`src/rtl/i2c_cfp_pkg.sv`:
```
package i2c_cfp_pkg;
  localparam logic [7:0] OFS_CMD    = 8'h10;
  localparam logic [7:0] OFS_RX_THR = 8'h38;
  localparam logic [7:0] OFS_TX_THR = 8'h3C;
  localparam logic [7:0] OFS_ENA    = 8'h6C;
  localparam logic [7:0] OFS_TX_LVL = 8'h74;
  localparam logic [7:0] OFS_RX_LVL = 8'h78;
  localparam logic [7:0] OFS_PARAM  = 8'hF4;

  localparam int RD_FLAG_BIT = 8;

  typedef struct packed {
    logic       rd;
    logic [7:0] dat;
  } cmd_word_t;
endpackage

```
`src/rtl/cfp_fifo.sv`:
```
module cfp_fifo #(
  parameter int WIDTH = 8,
  parameter int DEPTH = 8,
  localparam int PTR_W = (DEPTH > 1) ? $clog2(DEPTH) : 1,
  localparam int CNT_W = $clog2(DEPTH + 1)
) (
  input  logic             clk_i,
  input  logic             rst_ni,
  input  logic             flush_i,
  input  logic             push_i,
  input  logic             pop_i,
  input  logic [WIDTH-1:0] din_i,
  output logic [WIDTH-1:0] dout_o,
  output logic [CNT_W-1:0] count_o,
  output logic             full_o,
  output logic             empty_o
);
  localparam logic [PTR_W-1:0] LAST = PTR_W'(DEPTH - 1);

  logic [WIDTH-1:0] mem_q [DEPTH];
  logic [PTR_W-1:0] wptr_q, rptr_q;
  logic [CNT_W-1:0] cnt_q;
  logic             do_push, do_pop;

  assign full_o  = (cnt_q == CNT_W'(DEPTH));
  assign empty_o = (cnt_q == '0);
  assign do_push = push_i & ~full_o & ~flush_i;
  assign do_pop  = pop_i & ~empty_o & ~flush_i;
  assign dout_o  = mem_q[rptr_q];
  assign count_o = cnt_q;

  always_ff @(posedge clk_i) begin
    if (do_push) mem_q[wptr_q] <= din_i;
  end

  always_ff @(posedge clk_i or negedge rst_ni) begin
    if (!rst_ni) begin
      wptr_q <= '0;
      rptr_q <= '0;
      cnt_q  <= '0;
    end else if (flush_i) begin
      wptr_q <= '0;
      rptr_q <= '0;
      cnt_q  <= '0;
    end else begin
      if (do_push) wptr_q <= (wptr_q == LAST) ? '0 : wptr_q + 1'b1;
      if (do_pop)  rptr_q <= (rptr_q == LAST) ? '0 : rptr_q + 1'b1;
      case ({do_push, do_pop})
        2'b10:   cnt_q <= cnt_q + 1'b1;
        2'b01:   cnt_q <= cnt_q - 1'b1;
        default: cnt_q <= cnt_q;
      endcase
    end
  end

  // level never exceeds depth
  a_r13_count_bound: assert property (@(posedge clk_i) disable iff (!rst_ni)
    count_o <= CNT_W'(DEPTH));
  // flush leaves queue empty
  a_r8_flush_empties: assert property (@(posedge clk_i) disable iff (!rst_ni)
    flush_i |=> empty_o);
  // push into full queue without pop keeps level
  a_r10_full_holds: assert property (@(posedge clk_i) disable iff (!rst_ni)
    (push_i && full_o && !pop_i && !flush_i) |=> full_o);
endmodule

```
`src/rtl/cfp_level_flags.sv`:
```
module cfp_level_flags #(
  parameter int TX_CW = 4,
  parameter int RX_CW = 4,
  parameter int TH_W  = 8
) (
  input  logic [TX_CW-1:0] tx_level_i,
  input  logic [RX_CW-1:0] rx_level_i,
  input  logic [TH_W-1:0]  tx_thr_i,
  input  logic [TH_W-1:0]  rx_thr_i,
  output logic             tx_low_o,
  output logic             rx_high_o
);
  always_comb begin
    tx_low_o  = int'(tx_level_i) <= int'(tx_thr_i);
    rx_high_o = int'(rx_level_i) >  int'(rx_thr_i);
  end
endmodule

```
`src/rtl/i2c_cfp_port.sv`:
```
module i2c_cfp_port
  import i2c_cfp_pkg::*;
#(
  parameter int TX_DEPTH = 8,
  parameter int RX_DEPTH = 8,
  parameter int TH_W     = 8
) (
  input  logic        clk_i,
  input  logic        rst_ni,
  input  logic        reg_we_i,
  input  logic        reg_re_i,
  input  logic [7:0]  reg_addr_i,
  input  logic [8:0]  reg_wdata_i,
  output logic [31:0] reg_rdata_o,
  output logic        tx_valid_o,
  output logic [8:0]  tx_word_o,
  input  logic        tx_pop_i,
  input  logic        rx_push_i,
  input  logic [7:0]  rx_byte_i,
  input  logic        abort_i,
  output logic        tx_empty_o,
  output logic        rx_full_o,
  output logic        tx_over_o,
  output logic        rx_over_o,
  output logic        rx_under_o
);
  localparam int TX_CW = $clog2(TX_DEPTH + 1);
  localparam int RX_CW = $clog2(RX_DEPTH + 1);
  localparam logic [31:0] PARAM_WORD = {8'h00, 8'(TX_DEPTH - 1), 8'(RX_DEPTH - 1), 8'h00};

  logic            en_q;
  logic [TH_W-1:0] tx_thr_q, rx_thr_q;
  logic            tx_over_q, rx_over_q, rx_under_q;
  logic            flush;
  logic            cmd_wr, tx_push, rx_pop_req, rx_push;
  cmd_word_t       tx_in, tx_head;
  logic [TX_CW-1:0] tx_level;
  logic [RX_CW-1:0] rx_level;
  logic            tx_full, tx_mt, rx_full_q, rx_mt;
  logic [7:0]      rx_head;

  assign flush      = abort_i | ~en_q;
  assign cmd_wr     = reg_we_i & (reg_addr_i == OFS_CMD);
  assign tx_push    = cmd_wr & en_q;
  assign rx_pop_req = reg_re_i & (reg_addr_i == OFS_CMD);
  assign rx_push    = rx_push_i & en_q;

  // read request carries no payload
  always_comb begin
    tx_in.rd  = reg_wdata_i[RD_FLAG_BIT];
    tx_in.dat = reg_wdata_i[RD_FLAG_BIT] ? 8'h00 : reg_wdata_i[7:0];
  end

  cfp_fifo #(.WIDTH($bits(cmd_word_t)), .DEPTH(TX_DEPTH)) u_tx_fifo (
    .clk_i, .rst_ni, .flush_i(flush), .push_i(tx_push), .pop_i(tx_pop_i),
    .din_i(tx_in), .dout_o(tx_head), .count_o(tx_level),
    .full_o(tx_full), .empty_o(tx_mt)
  );

  cfp_fifo #(.WIDTH(8), .DEPTH(RX_DEPTH)) u_rx_fifo (
    .clk_i, .rst_ni, .flush_i(flush), .push_i(rx_push), .pop_i(rx_pop_req),
    .din_i(rx_byte_i), .dout_o(rx_head), .count_o(rx_level),
    .full_o(rx_full_q), .empty_o(rx_mt)
  );

  cfp_level_flags #(.TX_CW(TX_CW), .RX_CW(RX_CW), .TH_W(TH_W)) u_flags (
    .tx_level_i(tx_level), .rx_level_i(rx_level),
    .tx_thr_i(tx_thr_q), .rx_thr_i(rx_thr_q),
    .tx_low_o(tx_empty_o), .rx_high_o(rx_full_o)
  );

  always_ff @(posedge clk_i or negedge rst_ni) begin
    if (!rst_ni) begin
      en_q       <= 1'b0;
      tx_thr_q   <= '0;
      rx_thr_q   <= '0;
      tx_over_q  <= 1'b0;
      rx_over_q  <= 1'b0;
      rx_under_q <= 1'b0;
    end else begin
      if (reg_we_i) begin
        case (reg_addr_i)
          OFS_ENA:    en_q     <= reg_wdata_i[0];
          OFS_TX_THR: tx_thr_q <= reg_wdata_i[TH_W-1:0];
          OFS_RX_THR: rx_thr_q <= reg_wdata_i[TH_W-1:0];
          default: ;
        endcase
      end
      tx_over_q  <= tx_push & tx_full;
      rx_over_q  <= rx_push & rx_full_q;
      rx_under_q <= rx_pop_req & rx_mt;
    end
  end

  always_comb begin
    case (reg_addr_i)
      OFS_CMD:    reg_rdata_o = rx_mt ? 32'h0 : {24'h0, rx_head};
      OFS_RX_THR: reg_rdata_o = 32'(rx_thr_q);
      OFS_TX_THR: reg_rdata_o = 32'(tx_thr_q);
      OFS_ENA:    reg_rdata_o = {31'h0, en_q};
      OFS_TX_LVL: reg_rdata_o = 32'(tx_level);
      OFS_RX_LVL: reg_rdata_o = 32'(rx_level);
      OFS_PARAM:  reg_rdata_o = PARAM_WORD;
      default:    reg_rdata_o = 32'h0;
    endcase
  end

  assign tx_valid_o = ~tx_mt;
  assign tx_word_o  = tx_head;
  assign tx_over_o  = tx_over_q;
  assign rx_over_o  = rx_over_q;
  assign rx_under_o = rx_under_q;

  a_r8_abort_flush: assert property (@(posedge clk_i) disable iff (!rst_ni)
    abort_i |=> (tx_level == '0) && (rx_level == '0));
  a_r9_disabled_empty: assert property (@(posedge clk_i) disable iff (!rst_ni)
    !en_q |=> (tx_level == '0) && (rx_level == '0));
  a_r10_tx_over: assert property (@(posedge clk_i) disable iff (!rst_ni)
    (cmd_wr && en_q && tx_level == TX_CW'(TX_DEPTH)) |=> tx_over_o);
  a_r11_rx_over: assert property (@(posedge clk_i) disable iff (!rst_ni)
    (rx_push_i && en_q && rx_level == RX_CW'(RX_DEPTH)) |=> rx_over_o);
  a_r12_under_zero: assert property (@(posedge clk_i) disable iff (!rst_ni)
    (rx_pop_req && rx_level == '0) |-> (reg_rdata_o == 32'h0));
  a_r12_under_pulse: assert property (@(posedge clk_i) disable iff (!rst_ni)
    (rx_pop_req && rx_level == '0) |=> rx_under_o);
  a_r13_valid_level: assert property (@(posedge clk_i) disable iff (!rst_ni)
    tx_valid_o == (tx_level != '0));
endmodule

```
`config.mk`:
```
export PLATFORM = sky130hd
export DESIGN_NAME = i2c_cfp_port
export DESIGN_NICKNAME = d
export VERILOG_FILES = /design/src/rtl/i2c_cfp_pkg.sv /design/src/rtl/cfp_fifo.sv /design/src/rtl/cfp_level_flags.sv /design/src/rtl/i2c_cfp_port.sv
export SDC_FILE = /design/constraint.sdc
export NUM_CORES = 1
export LEC_CHECK = 0
export BUFFER_PORTS_ARGS = -buffer_cell sky130_fd_sc_hd__clkbuf_2
export CORE_ASPECT_RATIO = 1.2
export CORE_MARGIN = 1.5
export CORE_UTILIZATION = 59
export CTS_BUF_LIST = sky130_fd_sc_hd__clkbuf_16
export DETAILED_ROUTE_END_ITERATION = 10
export PLACE_DENSITY = 0.8
export SYNTH_ARGS = -nofsm -noshare
export SYNTH_HDL_FRONTEND = slang
export SYNTH_SLANG_ARGS = --single-unit
```
`constraint.sdc`:
```
create_clock -name clk_i -period 3.6 [get_ports clk_i]
set_clock_uncertainty 0.15 [all_clocks]
set_input_delay 0.36 -clock clk_i [delete_from_list [all_inputs] [get_ports clk_i]]
set_output_delay 0.36 -clock clk_i [all_outputs]
set_load 0.1 [all_outputs]
```
==> summary.txt <==
Clock tree
  – Htree depth: 4
  – Num CTS Buffers: 17
  – Postcts setup bufs: 0
  – CTS tree: yes
  – Clk sinks: 176
  – Maximum root-to-sink buffer count: 2
  – Root buffer cell: clkbuf_16
  – Worst skew pair latency: 0.42 ns
  – CTS resizes: 0
  – Worst-path clk slew: 0.07 ns

Power and ir drop
  – Leak Pwr: 0.00328 uW
  – Peak supply drop: 0.355 mV
  – PD cells: 472 nW/um^2
  – Power share of the combinational group: 5.4%
  – Sw Share: 23.2%
  – Flop pwr share: 51.8%
  – Clock Power Share: 42.9%
  – Internal: 3270 uW
  – Tot Pwr: 4260 uW
  – Switching pwr: 990 uW

Final layout
  – # diodes: 0
  – Area grow syn2layout: 13.3%
  – Design Area, Final: 9030 um^2
  – Fill cells: 860
  – Nets@finish: 626
  – Fraction of layout cells with a size suffix above 1: 30.2%

STA
  – Setup tns final: 0 ns
  – Peak Freq: 321 MHz
  – Final Hold Vio Count: 0
  – Worst Max-Slew Pin Slew: 1.05 ns
  – RSZ-0062 raised after global routing: no
  – Hold Worst Slack: 0.0599 ns
  – Final slew viol count: 0
  – Final worst slack: 0.488 ns
  – Period minus WS final: 3.11 ns
  – Normalized max-slew margin: 30.0%
  – Period utilization: 86.4%
  – Final setup vio count: 0

Yosys
  – Mean post-synth cell area: 15.9 um^2
  – Post-synthesis sequential area ratio: 63.8%
  – Gate Count Post-Synth: 502
  – Top post-synthesis cells by count: edfxtp_1 (136), dfrtp_1 (40), mux4_2 (34)
  – Synth top area share: 51.2%
  – Netlist cell types: 51
  – Most frequent cell after synthesis: edfxtp_1
  – Post-synth design cell area: 7970 um^2
  – Most area-hungry cell type in the Yosys netlist: edfxtp_1
  – Ys async rst share: 22.7%
  – Top FF cell, synth: edfxtp_1
  – Yosys reg bits: 176
  – Top post-synthesis cells by area: edfxtp_1 (51%), dfrtp_1 (13%), mux4_2 (9.6%)
  – Ys Warns: 0
  – Post-synth EDFFs: 136

Die
  – I/O pin cnt: 79
  – Row cnt: 46
  – Initial Utilization: 60.5%
  – Die X: 109 um
  – DIE HEIGHT: 130 um
  – Die area: 14,200 um^2
  – Core area: 13,200 um^2

Detailed routing
  – DR WL/cell: 22.0 um
  – DRT Pass-1 Iters: 5
  – Iteration-0 DRC Markers: 246
  – Final WL: 16,600 um
  – DRT antenna net count: 0
  – Vias: 4,549
  – DRC: 0
  – DR vias/cell: 6.03

Global routing
  – Gr ovfl total: 0
  – Vias in the first global route: 4,650
  – Initial antenna violation count: 0
  – First-pass GRT wire length: 25,400 um
  – Largest net degree at the start of global routing: 41
  – GRT Total Usage: 25.1%

Worst setup path
  – CP Class: reg2out
  – CP Max Fanout: 9
  – CP required: 3.09 ns
  – Flop-to-flop setup slack: 0.74 ns
  – CP endpoint kind: output pin
  – CP Launch Type: flip-flop
  – Worst Path Arrival: 2.60 ns

Run status
  – Outcome: complete, no violations

Worst hold path
  – HP Class: in2reg

Placed design
  – Post-DP Area: 8440 um^2
  – Final Wtd Congestion: 0.857
  – Hpwl dp: 11,400 um
  – Post-Place Setup Slack: 0.596 ns
  – I/O Buffers: 60

Run
  – Max-cap violations: 0
routing by layer:
metal	global-route usage (%)	share of wire [%]	up-vias
met5	0	0	-
met4	10.8	2.7	0
met3	5.29	5.2	33
met2	45.7	55	143
met1	28.4	37	2330
li1	-	-	2043
worst max-delay path: stages (launching register included):
cell	delay, ns
dfrtp_1	0.50
nor4_1	0.67
or3_1	0.45
o22ai_1	0.16
clkbuf_2	0.40
what timing repair did:
action                                  in CTS  in global routing
hold buffers                                 1                  0
hold endpoints to repair                    40                  0
endpoints found under the setup margin       0                  0
power by group through the flow:
stage	Sequential (uW)	Clock (uW)	Combinational, uW
after floorplan	2250	0	178
after global placement	2250	0	220
after detailed placement	2250	0	226
after CTS	2210	1840	228
after global routing	2210	1920	242
final	2210	1830	229
sequential cells by signal, indices dropped and copies added (netlist names):
signal and cells:
u_rx_fifo.wptr_q 3, u_tx_fifo.wptr_q 3, u_rx_fifo.rptr_q 3, tx_thr_q 8
u_tx_fifo.count_o 4, en_q 1, rx_over_o 1, u_rx_fifo.mem_q 64
u_rx_fifo.count_o 4, u_tx_fifo.mem_q 72, tx_over_o 1, rx_under_o 1
u_tx_fifo.rptr_q 3, rx_thr_q 8
per-stage QoR:
step | std cells | util (%)
2_1_floorplan | 519 | -
3_3_place_gp | 722 | 64.0
3_5_place_dp | 722 | 64.0
4_1_cts | 755 | 68.5
5_1_grt | 755 | 68.5
6_report | 755 | 68.5
worst paths after layout:
check | from | end | cells past startpoint
min in group asynchronous | rst_ni | u_rx_fifo.wptr_q[2] | 2
max in group asynchronous | rst_ni | tx_thr_q[4] | 2
max | u_rx_fifo.count_o[1] | reg_rdata_o[3] | 4
max reg2reg | u_tx_fifo.count_o[0] | u_tx_fifo.count_o[3] | 8
min reg2reg | tx_thr_q[7] | tx_thr_q[7] | 1
min | rx_byte_i[4] | u_rx_fifo.mem_q[3][4] | 1
final cells by class:
type                    count  area, um^2  area share [%]
repair buffers             80         453            5.01
clock buffers              17         425            4.71
inverters                   9        33.8           0.374
clock inverters            15         159            1.76
multi-input cells         290        2670            29.5
well taps                 168         210            2.33
flip-flops and latches    176        5080            56.3
cells by family after synthesis:
kind of cell,share of synthesized area [%]
flops,63.8
xor+xnor,0.534
mux,16.9
compound gates,3.36
buf+inv,3.63
simple gates,8.48
other cells,0.0471
fa+ha+maj,3.23
cells in the final DEF, fill, tap and decap left out, types with 3 or more instances in the layout:
cell and n:
a21oi_1 10, ha_1 19, nand2_1 25, mux2_2 26, nor2_1 29, clkinvlp_4 3, a221oi_1 3, nor3_1 8
nor4bb_1 3, clkbuf_2 60, clkbuf_16 17, a22oi_1 4, conb_1 18, nand3_1 8, nand3b_1 4, mux4_2 34
buf_4 19, mux2i_1 29, nor4_1 4, nand2b_1 10, o22ai_1 7, dfrtp_1 40, edfxtp_1 136, nor2b_1 13
or3_1 4, inv_1 11, inv_6 4, o21a_1 3
No activity file was read; power rests on OpenSTA's default activity.
